### src/rtl/inc_pkg.sv
// Shared types for the interrupt nesting controller.
// Assumes nothing beyond a synchronous design context.
package inc_pkg;
    // Decision taken in one cycle by the arbitration logic.
    typedef struct packed {
        logic take_trap;
        logic take_mask;
    } inc_grant_t;
endpackage

### src/rtl/inc_prio_pick.sv
// Lowest-index-first priority picker for the maskable request lines.
// Purely combinational. Assumes N_SRC >= 1.
module inc_prio_pick #(
    parameter int N_SRC = 8,
    localparam int IDX_W = (N_SRC > 1) ? $clog2(N_SRC) : 1
) (
    input  logic [N_SRC-1:0] req,
    output logic             valid,
    output logic [IDX_W-1:0] idx
);
    // Scan from the top down so that the lowest set line is kept last.
    always_comb begin
        valid = 1'b0;
        idx   = '0;
        for (int i = N_SRC - 1; i >= 0; i--) begin
            if (req[i]) begin
                valid = 1'b1;
                idx   = IDX_W'(i);
            end
        end
    end
endmodule

### src/rtl/inc_trap_track.sv
// Tracks a software-trap routine in service. A new trap sets the state
// and restarts the count. RPND_NEEDED pending-reset strobes close it.
// Assumes RPND_NEEDED >= 1.
module inc_trap_track #(
    parameter int RPND_NEEDED = 2,
    localparam int CNT_W = $clog2(RPND_NEEDED + 1)
) (
    input  logic clk,
    input  logic rst_n,
    input  logic take_trap,
    input  logic rpnd,
    output logic busy
);
    logic [CNT_W-1:0] cnt;

    // Busy flag and strobe counter update.
    always_ff @(posedge clk) begin
        if (!rst_n) begin
            busy <= 1'b0;
            cnt  <= '0;
        end else if (take_trap) begin
            busy <= 1'b1;
            cnt  <= '0;
        end else if (busy && rpnd) begin
            if (cnt == CNT_W'(RPND_NEEDED - 1)) begin
                busy <= 1'b0;
                cnt  <= '0;
            end else begin
                cnt <= cnt + 1'b1;
            end
        end
    end

    AST_TRAP_HOLD: assert property (@(posedge clk) disable iff (!rst_n)
        (busy && !rpnd && !take_trap) |=> busy);
    AST_TRAP_SET: assert property (@(posedge clk) disable iff (!rst_n)
        take_trap |=> busy);
endmodule

### src/rtl/inc_mask_state.sv
// Holds the global enable and the maskable-in-service flag.
// Priority for the enable: maskable acknowledge, then effective return,
// then software write. Assumes reti_ok is already qualified by trap state.
module inc_mask_state (
    input  logic clk,
    input  logic rst_n,
    input  logic take_mask,
    input  logic reti_ok,
    input  logic gie_wr,
    input  logic gie_wdata,
    output logic mask_busy,
    output logic gie
);
    // Maskable-in-service flag.
    always_ff @(posedge clk) begin
        if (!rst_n)         mask_busy <= 1'b0;
        else if (take_mask) mask_busy <= 1'b1;
        else if (reti_ok)   mask_busy <= 1'b0;
    end

    // Global enable register.
    always_ff @(posedge clk) begin
        if (!rst_n)         gie <= 1'b0;
        else if (take_mask) gie <= 1'b0;
        else if (reti_ok)   gie <= 1'b1;
        else if (gie_wr)    gie <= gie_wdata;
    end

    AST_RETI_SETS_GIE: assert property (@(posedge clk) disable iff (!rst_n)
        (reti_ok && !take_mask) |=> (gie && !mask_busy));
endmodule

### src/rtl/inc_nest_ctrl.sv
// Interrupt priority and nesting controller (top).
// Accepts a non-maskable trap at any time. Accepts one maskable line,
// lowest index first, only when enabled, outside boot ROM and with no
// routine in service. Acknowledge outputs are registered, one cycle long.
module inc_nest_ctrl #(
    parameter int N_SRC       = 8,
    parameter int RPND_NEEDED = 2,
    localparam int IDX_W = (N_SRC > 1) ? $clog2(N_SRC) : 1
) (
    input  logic             clk,
    input  logic             rst_n,
    input  logic             trap_req,
    input  logic [N_SRC-1:0] irq_req,
    input  logic             gie_wr,
    input  logic             gie_wdata,
    input  logic             reti,
    input  logic             rpnd,
    input  logic             boot_rom,
    output logic             ack,
    output logic             ack_is_trap,
    output logic [IDX_W-1:0] ack_src,
    output logic             trap_busy,
    output logic             mask_busy,
    output logic             gie
);
    import inc_pkg::*;

    logic             pick_valid;
    logic [IDX_W-1:0] pick_idx;
    inc_grant_t       grant;
    logic             reti_ok;

    inc_prio_pick #(.N_SRC(N_SRC)) i_pick (
        .req   (irq_req),
        .valid (pick_valid),
        .idx   (pick_idx)
    );

    // Arbitration: the trap always wins; maskable only when fully idle.
    always_comb begin
        grant.take_trap = trap_req;
        grant.take_mask = !trap_req && pick_valid && gie && !boot_rom
                          && !trap_busy && !mask_busy;
    end

    // A return counts only outside a trap routine.
    assign reti_ok = reti && !trap_busy;

    inc_trap_track #(.RPND_NEEDED(RPND_NEEDED)) i_trap (
        .clk       (clk),
        .rst_n     (rst_n),
        .take_trap (grant.take_trap),
        .rpnd      (rpnd),
        .busy      (trap_busy)
    );

    inc_mask_state i_mask (
        .clk       (clk),
        .rst_n     (rst_n),
        .take_mask (grant.take_mask),
        .reti_ok   (reti_ok),
        .gie_wr    (gie_wr),
        .gie_wdata (gie_wdata),
        .mask_busy (mask_busy),
        .gie       (gie)
    );

    // Registered acknowledge and source index.
    always_ff @(posedge clk) begin
        if (!rst_n) begin
            ack         <= 1'b0;
            ack_is_trap <= 1'b0;
            ack_src     <= '0;
        end else begin
            ack         <= grant.take_trap || grant.take_mask;
            ack_is_trap <= grant.take_trap;
            ack_src     <= grant.take_mask ? pick_idx : '0;
        end
    end

    AST_TRAP_ACK: assert property (@(posedge clk) disable iff (!rst_n)
        trap_req |=> (ack && ack_is_trap));
    AST_NO_MASK_IN_TRAP: assert property (@(posedge clk) disable iff (!rst_n)
        trap_busy |=> !(ack && !ack_is_trap));
    AST_NO_MASK_NEST: assert property (@(posedge clk) disable iff (!rst_n)
        mask_busy |=> !(ack && !ack_is_trap));
    AST_BOOT_BLOCK: assert property (@(posedge clk) disable iff (!rst_n)
        boot_rom |=> !(ack && !ack_is_trap));
    AST_ACK_CLEARS_GIE: assert property (@(posedge clk) disable iff (!rst_n)
        (ack && !ack_is_trap) |-> (!gie && mask_busy));
    AST_GIE_GATES: assert property (@(posedge clk) disable iff (!rst_n)
        !gie |=> !(ack && !ack_is_trap));
    AST_SRC_IDLE_ZERO: assert property (@(posedge clk) disable iff (!rst_n)
        !(ack && !ack_is_trap) |-> (ack_src == '0));
endmodule

### config.mk
export PLATFORM = sky130hd
export DESIGN_NAME = inc_nest_ctrl
export DESIGN_NICKNAME = d
export VERILOG_FILES = /design/src/rtl/inc_pkg.sv /design/src/rtl/inc_prio_pick.sv /design/src/rtl/inc_trap_track.sv /design/src/rtl/inc_mask_state.sv /design/src/rtl/inc_nest_ctrl.sv
export SDC_FILE = /design/constraint.sdc
export NUM_CORES = 1
export LEC_CHECK = 0
export BUFFER_PORTS_ARGS = -buffer_cell sky130_fd_sc_hd__buf_2
export CORE_AREA = 8 8 45 47
export DETAILED_ROUTE_END_ITERATION = 7
export DIE_AREA = 0 0 53 55
export GPL_ROUTABILITY_DRIVEN = 0
export PLACE_DENSITY = 0.68
export SYNTH_ARGS = -nofsm -noshare
export SYNTH_HDL_FRONTEND = slang
export SYNTH_HIERARCHICAL = 1
export SYNTH_SLANG_ARGS = --single-unit
### constraint.sdc
create_clock -name clk -period 1.5 [get_ports clk]
set_clock_uncertainty 0.1 [all_clocks]
set_input_delay 0.15 -clock clk [delete_from_list [all_inputs] [get_ports clk]]
set_output_delay 0.15 -clock clk [all_outputs]
set_load 0.02 [all_outputs]
==> run metrics <==
Worst setup EP type=flip-flop; filler instances=137; Post-CTS Setup Repair Bufs=0; peak supply drop=251.1 uV; clock latency on the worst-skew pair=250 ps; Max Cap Viol=0; Mapped Cells=51; worst hold stages=2; Slowest cell on crit path=dfxtp_1; clock power share=31.2%; combinational share of power=17.2%; Power Total=0.0005534 W; TritonCTS clock tree=done; post-route cell area=646.9 um2; R2R Path Start=i_trap/busy; post-CTS sizing=0; post-DP HPWL=914.9 um; Fin Setup TNS=0 ps; WP data arrival=1240 ps; Sw Pwr=0.0001403 W; largest net degree at the start of global routing=10; Synth Register Bits=10; cell area after synthesis=489.2 um2; TritonCTS Buffers=3; Ys Warns=6; final max-slew violation count=0; Critical Path Source=i_trap/busy; Critical Path Sink=i_mask/gie; final setup fails=0; FF-to-FF setup slack=300 ps; Core Rows=14; Vias/cell=4.925; Total Routing Usage GR=7.507%; Post-synth EDFFs=0; Leak=0.2888 nW; crit path cell chain=nand4bb_4, nor3_1, nand2b_1, a21oi_1; met3 WL=82 um; Int Power=0.0004131 W; Worst setup SP type=flip-flop; full die area=2915 um2; number of diodes=0; CP max FO=8; Root Buffer=clkbuf_4; Final ANT Viol Nets=0; Total Wirelength=1065 um; final hold vios=0; Reg area=200.2 um2; port buffer count=23; NumNets Final=95; DRC Markers=0; antenna violations before repair=0; max frequency=835.9 MHz; GR Overflow Total=0; TritonCTS sink count=10; layout cell share with drive strength beyond 1=41.56%; routed length on met2=549 um; placed inst area=624.3 um2; first-pass GRT wire length=1621 um; CTS H-tree depth=1; part of the cycle the worst path needs=79.76%; hold-fix buffers at CTS=0; post-synthesis net count=67; number of iterations in the first detailed-routing pass=4; highest routing layer actually used=met4; status=completed; slew margin rel.=79.44%; I/O pins=24; die width=53 um; vias in the first global route=413; Reg clk slew, reported paths=60 ps; Worst EP required=1550 ps; Starting DRT DRC Count=6; DIE HEIGHT=55 um; Syn-to-layout area delta=32.23%; PD cells=855.5 nW/um2; RSZ-0062 raised after global routing=no; sequential power share=51.6%; syn avg cell area=9.593 um2; Tmin final=1196 ps; Synth Flop Type=dfxtp_1; clock tree buffer depth=2; Worst-Margin Slew=305.6 ps; Core Footprint=1384 um2; DR vias=458; worst r2r path cells=4; Worst Hold Class=primary input to flip-flop; Avg WL per Cell=11.45 um; area of the multi-input gates=277.8 um2; met1 WL=395 um; post-synthesis sequential area ratio=40.92%; Critical Setup Path Class=flip-flop to flip-flop; switching portion of total power=25.35%; r2r endpoint=i_mask/gie; Async S/R FF share, synth=0%; CP peak stage delay=380 ps; count of cell types in the netlist=25; effective utilization at floorplan=35.35%
==> sequential cells by signal (all words and copies together) (netlist names) <==
signal            count
i_trap/cnt            2
ack                   1
ack_src               3
i_trap/busy           1
i_mask/gie            1
i_mask/mask_busy      1
ack_is_trap           1
==> how the worst min path moves through the flow <==
| stage | end | from |
|---|---|---|
| after global placement | ack_src[2] | boot_rom |
| after detailed placement | ack_src[2] | boot_rom |
| final | ack_src[2] | boot_rom |
| after floorplan | ack_src[0] | boot_rom |
| after global routing | ack_src[0] | boot_rom |
| after CTS | ack_src[2] | boot_rom |
==> synthesized netlist by cell type (all sizes together) (2+ instances only) <==
master | n | area share (%)
dfxtp | 10 | 41
nor2b | 5 | 6.4
nor4 | 5 | 7.7
nand2 | 4 | 3.1
nor2 | 4 | 3.1
a21oi | 3 | 3.8
inv | 3 | 2.3
nand2b | 2 | 4.1
o21ai | 2 | 2.0
==> metal layers <==
metal,up-vias,track usage [%]
li1,243,-
met1,199,6.738
met2,12,13.87
met3,4,1.070
met4,0,7.759
met5,-,0
==> through the flow <==
| stage | std cells | util [%] | hold WS (ps) | setup WS (ps) |
|---|---|---|---|---|
| 2_1_floorplan | 51 | - | 125.5 | 296.6 |
| 3_3_place_gp | 90 | 45.12 | 280.1 | 132.2 |
| 3_5_place_dp | 90 | 45.12 | 278.0 | 76.03 |
| 4_1_cts | 93 | 46.75 | 8.092 | 284.8 |
| 5_1_grt | 93 | 46.75 | 40.18 | 252.8 |
| 6_report | 93 | 46.75 | 14.45 | 303.6 |
==> power groups by stage <==
stage          logic (W)  clock network (W)  registers, W
2_1_floorplan  0.0000383                  0      0.000302
3_3_place_gp   0.0000951                  0      0.000292
3_5_place_dp   0.0000965                  0      0.000292
4_1_cts        0.0000967           0.000177      0.000286
5_1_grt         0.000105           0.000193      0.000287
6_report       0.0000951           0.000173      0.000286
==> critical path: cells and delay by family (launching register included) <==
kind | cells | cell delay, ps
AND/OR/NAND/NOR | 3 | 570
flip-flops | 1 | 380
AO/OA/AOI/OAI | 1 | 40
==> final cells by class <==
class / count / area share (%)
inverters: 3 / 1.741
repair buffers: 23 / 17.79
clock buffers: 3 / 3.482
flip-flops and latches: 10 / 30.95
well taps: 16 / 3.095
multi-input cells: 38 / 42.94
==> logic make-up (layout without fill, tap and decap cells) <==
kind of cell    Yosys count  after routing  share of synthesized area (%)
simple gates             24             24                          34.01
compound gates           13             13                          20.72
flops                    10             10                          40.92
buf+inv                   3             29                          2.302
mux                       1              1                          2.046
==> cell usage in the layout (no fill, tap or decap), types with 2 or more instances in the layout <==
master and instances:
o21ai_0 2, nor2b_1 5, buf_2 23, nor4_1 4
a21oi_1 2, nor2_1 4, inv_1 3, nand2_1 4
clkbuf_4 3, dfxtp_1 10
(Power assumes the default switching activity.)
